### src/rtl/bsup_pkg.sv
package bsup_pkg;

   // Percentage of a nominal value, rounded down.
   function automatic int unsigned pct_of(input int unsigned nom, input int unsigned pct);
      return (nom * pct) / 100;
   endfunction

   // Driver arrangement chosen by the supervisor.
   typedef enum logic [1:0] {
      DRV_OFF      = 2'd0,
      DRV_RUN      = 2'd1,
      DRV_LS_CLAMP = 2'd2
   } drv_mode_e;

endpackage

### src/rtl/bsup_supply.sv
module bsup_supply #(
   parameter int unsigned SS_CYCLES = 512
) (
   input  logic clk,
   input  logic rst_n,
   input  logic vdd_on,
   input  logic vdd_off,
   input  logic en,
   output logic supply_ok,
   output logic por,
   output logic ss_done
);
   localparam int unsigned SS_W = $clog2(SS_CYCLES + 1);
   localparam logic [SS_W-1:0] SS_END = SS_W'(SS_CYCLES);

   logic [SS_W-1:0] ss_cnt;

   generate
      if (SS_CYCLES < 1) begin : g_bad_ss
         $error("SS_CYCLES must be at least 1");
      end
   endgenerate

   always_ff @(posedge clk or negedge rst_n) begin
      if (!rst_n) begin
         supply_ok <= 1'b0;
         por       <= 1'b0;
      end else begin
         por <= !supply_ok && vdd_on;
         if (!supply_ok && vdd_on)
            supply_ok <= 1'b1;
         else if (supply_ok && !vdd_off)
            supply_ok <= 1'b0;
      end
   end

   always_ff @(posedge clk or negedge rst_n) begin
      if (!rst_n)
         ss_cnt <= '0;
      else if (!supply_ok || !en)
         ss_cnt <= '0;
      else if (ss_cnt != SS_END)
         ss_cnt <= ss_cnt + 1'b1;
   end

   assign ss_done = (ss_cnt == SS_END);

endmodule

### src/rtl/bsup_consec_filter.sv
module bsup_consec_filter #(
   parameter int unsigned N = 8
) (
   input  logic clk,
   input  logic rst_n,
   input  logic clr,
   input  logic tick,
   input  logic cond,
   output logic fire
);
   generate
      if (N < 1) begin : g_bad_n
         $error("N must be at least 1");
      end else if (N == 1) begin : g_direct
         assign fire = !clr && tick && cond;
      end else begin : g_count
         localparam int unsigned CW = $clog2(N);
         localparam logic [CW-1:0] LAST = CW'(N - 1);
         logic [CW-1:0] cnt;

         always_ff @(posedge clk or negedge rst_n) begin
            if (!rst_n)
               cnt <= '0;
            else if (clr)
               cnt <= '0;
            else if (tick) begin
               if (!cond)
                  cnt <= '0;
               else if (cnt != LAST)
                  cnt <= cnt + 1'b1;
            end
         end

         assign fire = !clr && tick && cond && (cnt == LAST);
      end
   endgenerate

endmodule

### src/rtl/bsup_pgood_hyst.sv
module bsup_pgood_hyst #(
   parameter int unsigned FB_W  = 12,
   parameter int unsigned LO_MV = 540,
   parameter int unsigned HI_MV = 552
) (
   input  logic            clk,
   input  logic            rst_n,
   input  logic [FB_W-1:0] fb,
   output logic            pg_state
);
   localparam logic [FB_W-1:0] LO_TH = FB_W'(LO_MV);
   localparam logic [FB_W-1:0] HI_TH = FB_W'(HI_MV);

   generate
      if (HI_MV < LO_MV) begin : g_bad_band
         $error("upper power-good level below lower level");
      end
   endgenerate

   always_ff @(posedge clk or negedge rst_n) begin
      if (!rst_n)
         pg_state <= 1'b0;
      else if (fb < LO_TH)
         pg_state <= 1'b0;
      else if (fb > HI_TH)
         pg_state <= 1'b1;
   end

endmodule

### src/rtl/buck_fault_supervisor.sv
module buck_fault_supervisor
   import bsup_pkg::*;
#(
   parameter int unsigned FB_W       = 12,
   parameter int unsigned NOM_MV     = 600,
   parameter int unsigned SS_CYCLES  = 512,
   parameter int unsigned OV_DELAY   = 625,
   parameter int unsigned UV_STROBES = 8
) (
   input  logic            clk,
   input  logic            rst_n,
   input  logic            cyc_strobe,
   input  logic            en_in,
   input  logic            vdd_above_on,
   input  logic            vdd_above_off,
   input  logic [FB_W-1:0] fb_mv,
   output logic            pgood,
   output logic            hs_gate_en,
   output logic            ls_gate_en,
   output logic            sw_run,
   output logic            por_pulse,
   output logic            ov_fault,
   output logic            uv_fault
);
   localparam int unsigned PG_LO_MV = pct_of(NOM_MV, 90);
   localparam int unsigned PG_HI_MV = pct_of(NOM_MV, 92);
   localparam int unsigned OV_MV    = pct_of(NOM_MV, 120);
   localparam int unsigned UV_MV    = pct_of(NOM_MV, 75);
   localparam logic [FB_W-1:0] OV_TH = FB_W'(OV_MV);
   localparam logic [FB_W-1:0] UV_TH = FB_W'(UV_MV);

   generate
      if (OV_MV >= (1 << FB_W)) begin : g_bad_width
         $error("FB_W too narrow for the over-voltage level");
      end
   endgenerate

   logic      supply_ok, ss_done, pg_state;
   logic      ov_hit, uv_hit, fault_clr, fb_over, fb_under;
   logic      ov_q, uv_q;
   drv_mode_e drv_mode;

   bsup_supply #(.SS_CYCLES(SS_CYCLES)) u_supply (
      .clk(clk), .rst_n(rst_n),
      .vdd_on(vdd_above_on), .vdd_off(vdd_above_off), .en(en_in),
      .supply_ok(supply_ok), .por(por_pulse), .ss_done(ss_done)
   );

   bsup_pgood_hyst #(.FB_W(FB_W), .LO_MV(PG_LO_MV), .HI_MV(PG_HI_MV)) u_pg (
      .clk(clk), .rst_n(rst_n), .fb(fb_mv), .pg_state(pg_state)
   );

   assign fb_over   = (fb_mv > OV_TH);
   assign fb_under  = (fb_mv < UV_TH);
   assign fault_clr = !en_in || !supply_ok;

   bsup_consec_filter #(.N(OV_DELAY)) u_ov_filt (
      .clk(clk), .rst_n(rst_n), .clr(fault_clr || ov_q),
      .tick(1'b1), .cond(fb_over), .fire(ov_hit)
   );

   bsup_consec_filter #(.N(UV_STROBES)) u_uv_filt (
      .clk(clk), .rst_n(rst_n), .clr(!sw_run),
      .tick(cyc_strobe), .cond(fb_under), .fire(uv_hit)
   );

   always_ff @(posedge clk or negedge rst_n) begin
      if (!rst_n) begin
         ov_q <= 1'b0;
         uv_q <= 1'b0;
      end else if (fault_clr) begin
         ov_q <= 1'b0;
         uv_q <= 1'b0;
      end else begin
         ov_q <= ov_q || ov_hit;
         uv_q <= uv_q || uv_hit;
      end
   end

   assign sw_run = supply_ok && en_in && ss_done && !ov_q && !uv_q;

   always_comb begin
      if (ov_q && supply_ok)
         drv_mode = DRV_LS_CLAMP;
      else if (sw_run)
         drv_mode = DRV_RUN;
      else
         drv_mode = DRV_OFF;
   end

   assign hs_gate_en = (drv_mode == DRV_RUN);
   assign ls_gate_en = (drv_mode != DRV_OFF);
   assign pgood      = pg_state && !fb_over && sw_run;
   assign ov_fault   = ov_q;
   assign uv_fault   = uv_q;

endmodule

### config.mk
export PLATFORM = sky130hd
export DESIGN_NAME = buck_fault_supervisor
export DESIGN_NICKNAME = d
export VERILOG_FILES = /design/src/rtl/bsup_pkg.sv /design/src/rtl/bsup_supply.sv /design/src/rtl/bsup_consec_filter.sv /design/src/rtl/bsup_pgood_hyst.sv /design/src/rtl/buck_fault_supervisor.sv
export SDC_FILE = /design/constraint.sdc
export NUM_CORES = 1
export LEC_CHECK = 0
export ABC_AREA = 1
export BUFFER_PORTS_ARGS = -buffer_cell sky130_fd_sc_hd__buf_2
export CORE_UTILIZATION = 35
export DETAILED_ROUTE_END_ITERATION = 7
export PLACE_DENSITY = 0.55
export SLEW_MARGIN = 20
export SYNTH_ARGS = -nofsm -noshare
export SYNTH_HDL_FRONTEND = slang
export SYNTH_HIERARCHICAL = 1
export SYNTH_SLANG_ARGS = --single-unit
### constraint.sdc
create_clock -name clk -period 2.36 [get_ports clk]
set_clock_uncertainty 0.15 [all_clocks]
set_input_delay 0.118 -clock clk [delete_from_list [all_inputs] [get_ports clk]]
set_output_delay 0.118 -clock clk [all_outputs]
set_load 0.1 [all_outputs]
## Yosys cells after proc, flatten, opt, wreduce, memory -nomap -nowiden

Cells that the tools add are included.

- Register bits after elaboration: 28
- Input bits: 18
- Output and inout bits: 7

- Add/sub/neg operators: 3
- Order comparisons: 4
- Equal/unequal tests: 10
- Muxes and demuxes: 17
- Reduce and logical (&&, ||, !) cells: 30

Operators by type and width:

| operator | number |
|---|---|
| 10-bit two-way mux | 5 |
| 12-bit by 10-bit > comparator with 1-bit output (second input constant) | 2 |
| 10-bit by 1-bit adder with 10-bit output (second input constant) | 2 |
| 10-bit equality test (second input constant) | 2 |
| 10-bit != test (second input constant) | 2 |
| 1-bit logical AND | 14 |
| 12-bit by 10-bit < comparator with 1-bit output (second input constant) | 1 |
| 12-bit by 9-bit < comparator with 1-bit output (second input constant) | 1 |
| 3-bit two-way mux | 4 |
| 2-bit nonzero test | 4 |
| 1-bit zero test | 7 |
| 1-bit two-way mux | 7 |
| 3-bit != test (second input constant) | 2 |
| 1-bit logical OR | 4 |
| 3-bit by 1-bit adder with 3-bit output (second input constant) | 1 |
| 3-bit equality test (second input constant) | 1 |
| 3-bit by 2-bit != test with 1-bit output (second input constant) | 1 |
| 2-bit by 1-bit equality test with 1-bit output (second input constant) | 1 |
| 2-bit two-way mux | 1 |
| 2-bit != test (second input constant) | 1 |
| 2-bit AND reduction | 1 |

## Logic depth before layout (Yosys ltp)

Gate-level depths: netlist (run 1).

- Depth in word-level cells: 9
- Mapped depth: 14
- Mapped depth without buffers: 14

## Hierarchy

The synthesis (run 1) kept the hierarchy.

Modules (own cells, without submodules):

| module | times used | cells an instance | area an instance (sq um) | seq. area each (sq um) |
|---|---|---|---|---|
| bsup_consec_filter at u_ov_filt | 1 | 96 | 745.7 | 250.2 |
| bsup_supply | 1 | 86 | 670.6 | 300.3 |
| buck_fault_supervisor | 1 | 49 | 255.2 | 50.0 |
| bsup_consec_filter at u_uv_filt | 1 | 26 | 198.9 | 75.1 |
| bsup_pgood_hyst | 1 | 34 | 185.2 | 25.0 |

## Least setup slack after synthesis (run 1)

Ideal clock, no wire load.

- Path kind: register -> output
- From: reg u_supply.ss_cnt[0]
- To: out pgood
- Data arrival time: 2.610 ns
- Required time: 2.092 ns
- Slack: -0.518 ns
- Cell stages (with the launch flop): 9
- Path buffers: 0
- Cells stage by stage: dfrtp_1 -> inv_1 -> ha_1 -> nand2_1 -> nor2_1 -> nand4_1 -> inv_1 -> nand4_1 -> a21oi_1

- Word-level cells in the longest chain between the ends: 5

RTL lines:

| item | line | source |
|---|---|---|
| start, declared | bsup_supply.sv:16 | `logic [SS_W-1:0] ss_cnt;` |
| start signal, assigned | bsup_supply.sv:43 | `ss_cnt <= ss_cnt + 1'b1;` |
| 10-bit equality test | bsup_supply.sv:46 | `assign ss_done = (ss_cnt == SS_END);` |
| named net ss_done | buck_fault_supervisor.sv:38 | `logic supply_ok, ss_done, pg_state;` |
| 1-bit logical AND (3 in a row) | buck_fault_supervisor.sv:80 | `assign sw_run = supply_ok && en_in && ss_done && !ov_q && !uv_q;` |
| 1-bit logical AND | buck_fault_supervisor.sv:93 | `assign pgood = pg_state && !fb_over && sw_run;` |
| end, declared | buck_fault_supervisor.sv:17 | `output logic pgood,` |

The timed path passes the listed nets, and every way through them passes these cells.

## Final worst setup path (run 1)

Same ends and word-level chain as after synthesis.

==> results of run 1 <==
==> cell families (layout without fill, tap and decap cells) <==
group           count (synthesis)  in the layout  synth area share, %
buf+inv                        55             89                 11.0
other cells                     1              1                0.182
flops                          28             28                 34.1
simple gates                  177            177                 43.5
compound gates                 22             22                 6.76
fa+ha+maj                       6              6                 3.65
xor+xnor                        2              2                0.852
==> cells in the final DEF, fill, tap and decap left out, drive strengths merged <==
| cell | netlist | final |
|---|---|---|
| a21oi | 9 | 9 |
| and2 | 1 | 1 |
| buf | 1 | 26 |
| bufinv | 0 | 1 |
| clkbuf | 0 | 3 |
| clkinv | 2 | 2 |
| conb | 1 | 1 |
| dfrtp | 28 | 28 |
| dlygate4sd3 | 0 | 5 |
| ha | 6 | 6 |
| inv | 52 | 52 |
| nand2 | 87 | 87 |
| nand3 | 26 | 26 |
| nand3b | 1 | 1 |
| nand4 | 11 | 11 |
| nor2 | 48 | 48 |
| nor3 | 1 | 1 |
| nor3b | 1 | 1 |
| o21ai | 12 | 12 |
| o21bai | 1 | 1 |
| or2 | 1 | 1 |
| xor2 | 2 | 2 |
==> area by class of cell <==
| type | instances | share of cell area (%) |
|---|---|---|
| inverters | 54 | 8.38 |
| clock buffers | 3 | 1.69 |
| multi-input cells | 208 | 46.4 |
| clock inverters | 1 | 1.23 |
| flip-flops and latches | 28 | 28.6 |
| repair buffers | 31 | 10.0 |
| well taps | 72 | 3.68 |
==> state kept, by name (all words and copies together) (netlist names) <==
register	count
ov_fault	1
uv_fault	1
u_pg/pg_state	1
u_ov_filt/g_count.cnt	10
u_supply/ss_cnt	10
u_supply/supply_ok	1
u_uv_filt/g_count.cnt	3
u_supply/por	1
==> power by group through the flow <==
stage               sequential, mW  combinational, mW  clock, mW
floorplan                    0.522             0.0862          0
global placement             0.510              0.148          0
detailed placement           0.511              0.149          0
CTS                          0.501              0.158      0.397
global route                 0.503              0.177      0.412
finish                       0.501              0.155      0.387
==> metal layers <==
metal	wire length, um	vias to the layer above	global-route usage (%)
met5	0	-	0
met4	34	0	5.00
met3	111	2	1.63
met2	1880	26	22.9
met1	2070	794	20.0
li1	-	968	-
==> critical path, stage by stage (launching register included) <==
cell and delay (ns):
dfrtp_1 0.43, inv_1 0.09, ha_1 0.17, nand2_1 0.06, nor2_2 0.14, nand4_1 0.14, inv_1 0.11, nand4_1 0.12
a21oi_2 0.19, buf_12 0.20
==> stage by stage <==
stage / cell area (um2) / hold WS (ns)
2_1_floorplan: 2060 / -0.328
3_3_place_gp: 2320 / 0.0381
3_5_place_dp: 2320 / 0.0430
4_1_cts: 2440 / 0.0526
5_1_grt: 2450 / 0.0879
6_report: 2450 / 0.0488
==> worst paths after layout <==
check,start,to,slack (ns),depth (start not counted)
max in group asynchronous,rst_n,u_ov_filt/g_count.cnt[4],1.39,2
worst min-delay path,cyc_strobe,u_uv_filt/g_count.cnt[0],0.05,5
worst min register to register,u_uv_filt/g_count.cnt[1],u_uv_filt/g_count.cnt[1],0.34,2
min in group asynchronous,rst_n,u_supply/ss_cnt[6],0.23,2
worst max register to register,u_supply/ss_cnt[0],uv_fault,0.39,12
worst max-delay path,u_supply/ss_cnt[0],pgood,0.14,9
==> repair_timing <==
item / in CTS / in global routing
setup endpoints to repair: 0 / 2
hold endpoints to repair: 34 / 0
hold buffers: 5 / 0
gates resized for setup: 0 / 1
setup buffers: 0 / 1
==> flow_metrics.env, run 1 <==
export IMPL_fin_setup_tns_ns=0
export IMPL_yosys_area_top_type="dfrtp_1"
export IMPL_syn_nets=315
export IMPL_period_share_pct=93.9
export IMPL_nets=350
export IMPL_num_rows=27
export IMPL_via_count=1790
export IMPL_antenna_found_initial=0
export IMPL_cts_root_buffer="clkbuf_8"
export IMPL_clockPowerShare_pct=37.1
export IMPL_critPathLaunchType="flip-flop"
export IMPL_crit_type="flip-flop to output pin"
export IMPL_cp_data_required_time_ns=2.09
export IMPL_dieArea_um2=6180
export IMPL_final_util_pct=43.9
export IMPL_min_period_ns=2.22
export IMPL_n_antenna_cell=0
export IMPL_hp_class="input pin to flip-flop"
export IMPL_fillerInstances=583
export IMPL_cap_violations=0
export IMPL_clk_pin_slew_ns=0.11
export IMPL_grt_usage_pct=14.4
export IMPL_powerDensity_nw_per_um2=426
export IMPL_wire_per_inst_um=10.3
export IMPL_finalHoldViolCount=0
export IMPL_seqCellArea_um2=701
export IMPL_power_share_sequential_pct=48.0
export IMPL_area_growth_synth_to_final_pct=19.1
export IMPL_cts_tree="built"
export IMPL_grt_start_max_net_pins=29
export IMPL_tightest_slew_ns=0.647
export IMPL_power_switching_uw=275
export IMPL_htree_num_levels=1
export IMPL_clk_latency_ns=0.28
export IMPL_synth_area_leaders="dfrtp_1 (34%), nand2_1 (14%), inv_1 (8.6%)"
export IMPL_synth_top_cells_by_count="nand2_1 (74), inv_1 (47), nor2_1 (33)"
export IMPL_synth_area_per_cell_um2=7.06
export IMPL_cts_sinks=28
export IMPL_power_total_mw=1.04
export IMPL_crit_fanout=4
export IMPL_p_int_uw=769
export IMPL_slew_headroom_pct=56.9
export IMPL_grt_pass1_wl_mm=7.04
export IMPL_dpl_hpwl_mm=3.14
export IMPL_io_pins=25
export IMPL_cts_buffers=3
export IMPL_drv_slew=0
export IMPL_die_x_um=78.6
export IMPL_fmax_mhz=451
export IMPL_synth_distinct_cells=31
export IMPL_first_global_vias=1607
export IMPL_ys_seq_elements=28
export IMPL_worstPathArrival_ns=1.95
export IMPL_coreArea_um2=5570
export IMPL_pre_cts_slack_ns=0.360
export IMPL_drc_errors=0
export IMPL_yosysWarnings=6
export IMPL_synth_flop_cell="dfrtp_1"
export IMPL_numPlacedInstances=387
export IMPL_drt_first_pass_iters=4
export IMPL_portBuffers=24
export IMPL_multiInputGateArea_um2=1140
export IMPL_p_leak_nw=1.23
export IMPL_start_util_pct=36.9
export IMPL_drt_iter0_markers=92
export IMPL_wl_mm=4.10
export IMPL_final_layout_size_suffix_gt1_share_pct=24.9
export IMPL_synth_most_common_cell="nand2_1"
export IMPL_swShare_pct=26.3
export IMPL_ant_nets=0
export IMPL_synth_edf_count=0
export IMPL_place_congestion=0.737
export IMPL_status="finished, final reports clean"
export IMPL_ir_worst_vdd_v=0.000259
export IMPL_cts_buffer_depth=2
export IMPL_cp_end_kind="output pin"
export IMPL_p_comb_share_pct=14.9
export IMPL_setup_violations=0
export IMPL_grt_overflow_total=0
export IMPL_vias_per_cell=4.51
export IMPL_fin_cells=397
export IMPL_yosysSeqAreaShare_pct=34.1
export IMPL_synth_area_um2=2060
export IMPL_setup_ws_ns=0.144
export IMPL_synth_top_area_share_pct=34.1
export IMPL_synthCells=291
export IMPL_synthArstFlopShare_pct=100
export IMPL_die_h_um=78.6
Power figures use the tool's default switching activity.
==> run 2, diff against run 1 <==
BUFFER_PORTS_ARGS = unset   (was -buffer_cell sky130_fd_sc_hd__buf_2)
CORE_UTILIZATION = 65   (was 35)
DONT_BUFFER_PORTS = 1   (was unset)
PLACE_DENSITY = 0.83   (was 0.55)
clock period = 2.87 ns   (was 2.36 ns; I/O delays follow)
==> run 2 against run 1 <==
Flip-flop and latch count unchanged. First-iteration DRC count increased by 6.5%. Cell count decreased by 9.1%. Cell area decreased by 3.8%. Register-to-register slack got worse by 0.18 ns. Combinational power decreased by 26%. Routed wire length increased by 5.1%. Sequential power decreased by 15%. Critical path depth unchanged. Core utilization increased by 34 points. Largest power group unchanged. Highest routed layer unchanged.
==> flow_metrics.env, run 2 (synthesis results as in run 1) <==
export IMPL_status="finished, final reports clean"
export IMPL_period_share_pct=95.4
export IMPL_cts_sinks=28
export IMPL_path_cells="dlygate4sd3_1 > nor2_4 > dlygate4sd3_1 > nand2_2 > nor3_2 > dlygate4sd3_1 > nor2_1 > dlygate4sd3_1 > nor2_1"
export IMPL_portBuffers=0
export IMPL_fmax_mhz=365
export IMPL_clk_latency_ns=0.33
export IMPL_n_antenna_cell=0
export IMPL_hold_end="u_uv_filt/g_count.cnt[0]"
export IMPL_critPathLaunchType="input pin"
export IMPL_tightest_slew_ns=0.872
export IMPL_ant_nets=0
export IMPL_cts_buffer_depth=2
export IMPL_area_growth_synth_to_final_pct=14.6
export IMPL_drt_iter0_markers=98
export IMPL_htree_num_levels=1
export IMPL_reg2reg_slack_ns=0.21
export IMPL_grt_pass1_wl_mm=7.38
export IMPL_dpl_hpwl_mm=3.01
export IMPL_final_layout_size_suffix_gt1_share_pct=19.2
export IMPL_rsz0062_at_grt="false"
export IMPL_rr_worst_depth=13
export IMPL_finalHoldViolCount=0
export IMPL_crit_top_cell="dlygate4sd3_1"
export IMPL_die_x_um=58.2
export IMPL_die_h_um=58.2
export IMPL_worstPathArrival_ns=2.86
export IMPL_critPathSlowestCell="dlygate4sd3_1"
export IMPL_drc_errors=0
export IMPL_crit_type="input pin to flip-flop"
export IMPL_vias_per_cell=5.33
export IMPL_grt_start_max_net_pins=29
export IMPL_powerDensity_nw_per_um2=313
export IMPL_wl_mm=4.31
export IMPL_hp_class="input pin to flip-flop"
export IMPL_p_leak_nw=1.20
export IMPL_setup_violations=0
export IMPL_num_rows=20
export IMPL_slew_headroom_pct=41.9
export IMPL_min_period_ns=2.74
export IMPL_dieArea_um2=3390
export IMPL_place_congestion=0.803
export IMPL_cts_root_buffer="clkbuf_4"
export IMPL_grt_overflow_total=0
export IMPL_hold_depth=7
export IMPL_antenna_found_initial=0
export IMPL_final_util_pct=77.8
export IMPL_crit_fanout=3
export IMPL_drt_first_pass_iters=4
export IMPL_first_global_vias=1807
export IMPL_drv_slew=0
export IMPL_final_common_cell="nand2_1"
export IMPL_cts_buffers=3
export IMPL_reg2reg_from="u_supply/ss_cnt[0]"
export IMPL_wire_per_inst_um=11.9
export IMPL_coreArea_um2=3030
export IMPL_layout_common_cells="nand2_1 (74), inv_1 (47), nor2_1 (33)"
export IMPL_clk_pin_slew_ns=0.16
export IMPL_cp_data_required_time_ns=3.00
export IMPL_cts_tree="built"
export IMPL_largestRegisters="u_ov_filt/g_count.cnt (10), u_supply/ss_cnt (10), u_uv_filt/g_count.cnt (3)"
export IMPL_cts_setup_buffers=0
export IMPL_timing_rr_end="uv_fault"
export IMPL_min_from="fb_mv[11]"
export IMPL_io_pins=25
export IMPL_grt_usage_pct=27.9
export IMPL_cap_violations=0
export IMPL_fin_setup_tns_ns=0
export IMPL_cp_end_kind="flip-flop"
export IMPL_cpPeakStageDelay_ns=0.62
export IMPL_nets=342
export IMPL_start_util_pct=67.9
export IMPL_ir_worst_vdd_v=0.000213
export IMPL_via_count=1923
==> run 2: cell types whose count changed in the layout (fill, tap and decap cells not counted), moves of 2 or more <==
cell,previous run,this run
dlygate4sd3_1,5,16
clkbuf_8,3,1
buf_12,4,1
buf_2,20,0
buf_4,2,6
clkbuf_4,0,3
==> run 2: what timing repair did <==
item	in CTS	in global routing
hold endpoints to repair	38	0
gates resized for setup	0	0
hold buffers	17	0
==> run 2: cell type report <==
type,instances,area [um2]
clock buffer,4,36.3
inverter,54,205
multi-input combinational,208,1130
fill,201,672
tap,44,55.1
sequential,28,701
timing repair buffer,23,225
==> run 2: worst max-delay path by stage <==
stage | cells after the start | to | startpoint
after floorplan | 8 | pgood | u_supply/ss_cnt[0]
after global placement | 12 | uv_fault | u_supply/ss_cnt[0]
after detailed placement | 12 | uv_fault | u_supply/ss_cnt[0]
after CTS | 9 | u_pg/pg_state | fb_mv[7]
after global routing | 13 | uv_fault | u_supply/ss_cnt[0]
final | 9 | u_pg/pg_state | fb_mv[7]
==> run 2: per-layer routing <==
layer	vias to the layer above	wire (um)	track usage, %
met5	-	0	0
met4	0	43	5.78
met3	8	204	4.02
met2	67	2150	51.6
met1	890	1900	34.2
li1	958	-	-
==> run 2: stage by stage <==
stage | cells | power, mW | setup slack, ns | hold WS (ns) | instance area, um2
finish | 361 | 0.737 | 0.132 | 0.0689 | 2360
detailed placement | 340 | 0.515 | 0.808 | -0.301 | 2140
global route | 361 | 0.769 | 0.00995 | 0.0724 | 2360
CTS | 361 | 0.734 | 0.170 | 0.0571 | 2360
floorplan | 291 | 0.500 | 0.580 | -0.302 | 2060
global placement | 340 | 0.510 | 0.938 | -0.302 | 2140
==> run 2: critical path, delay by kind of cell <==
kind / cells / cell delay [ns]
AND/OR/NAND/NOR: 5 / 0.43
buffers and inverters: 4 / 2.29
==> run 2: power by group <==
part	internal, mW	leakage [nW]	switching (mW)	total, mW
clock	0.0776	0.0210	0.120	0.198
sequential	0.403	0.382	0.0205	0.424
combinational	0.0432	0.793	0.0720	0.115
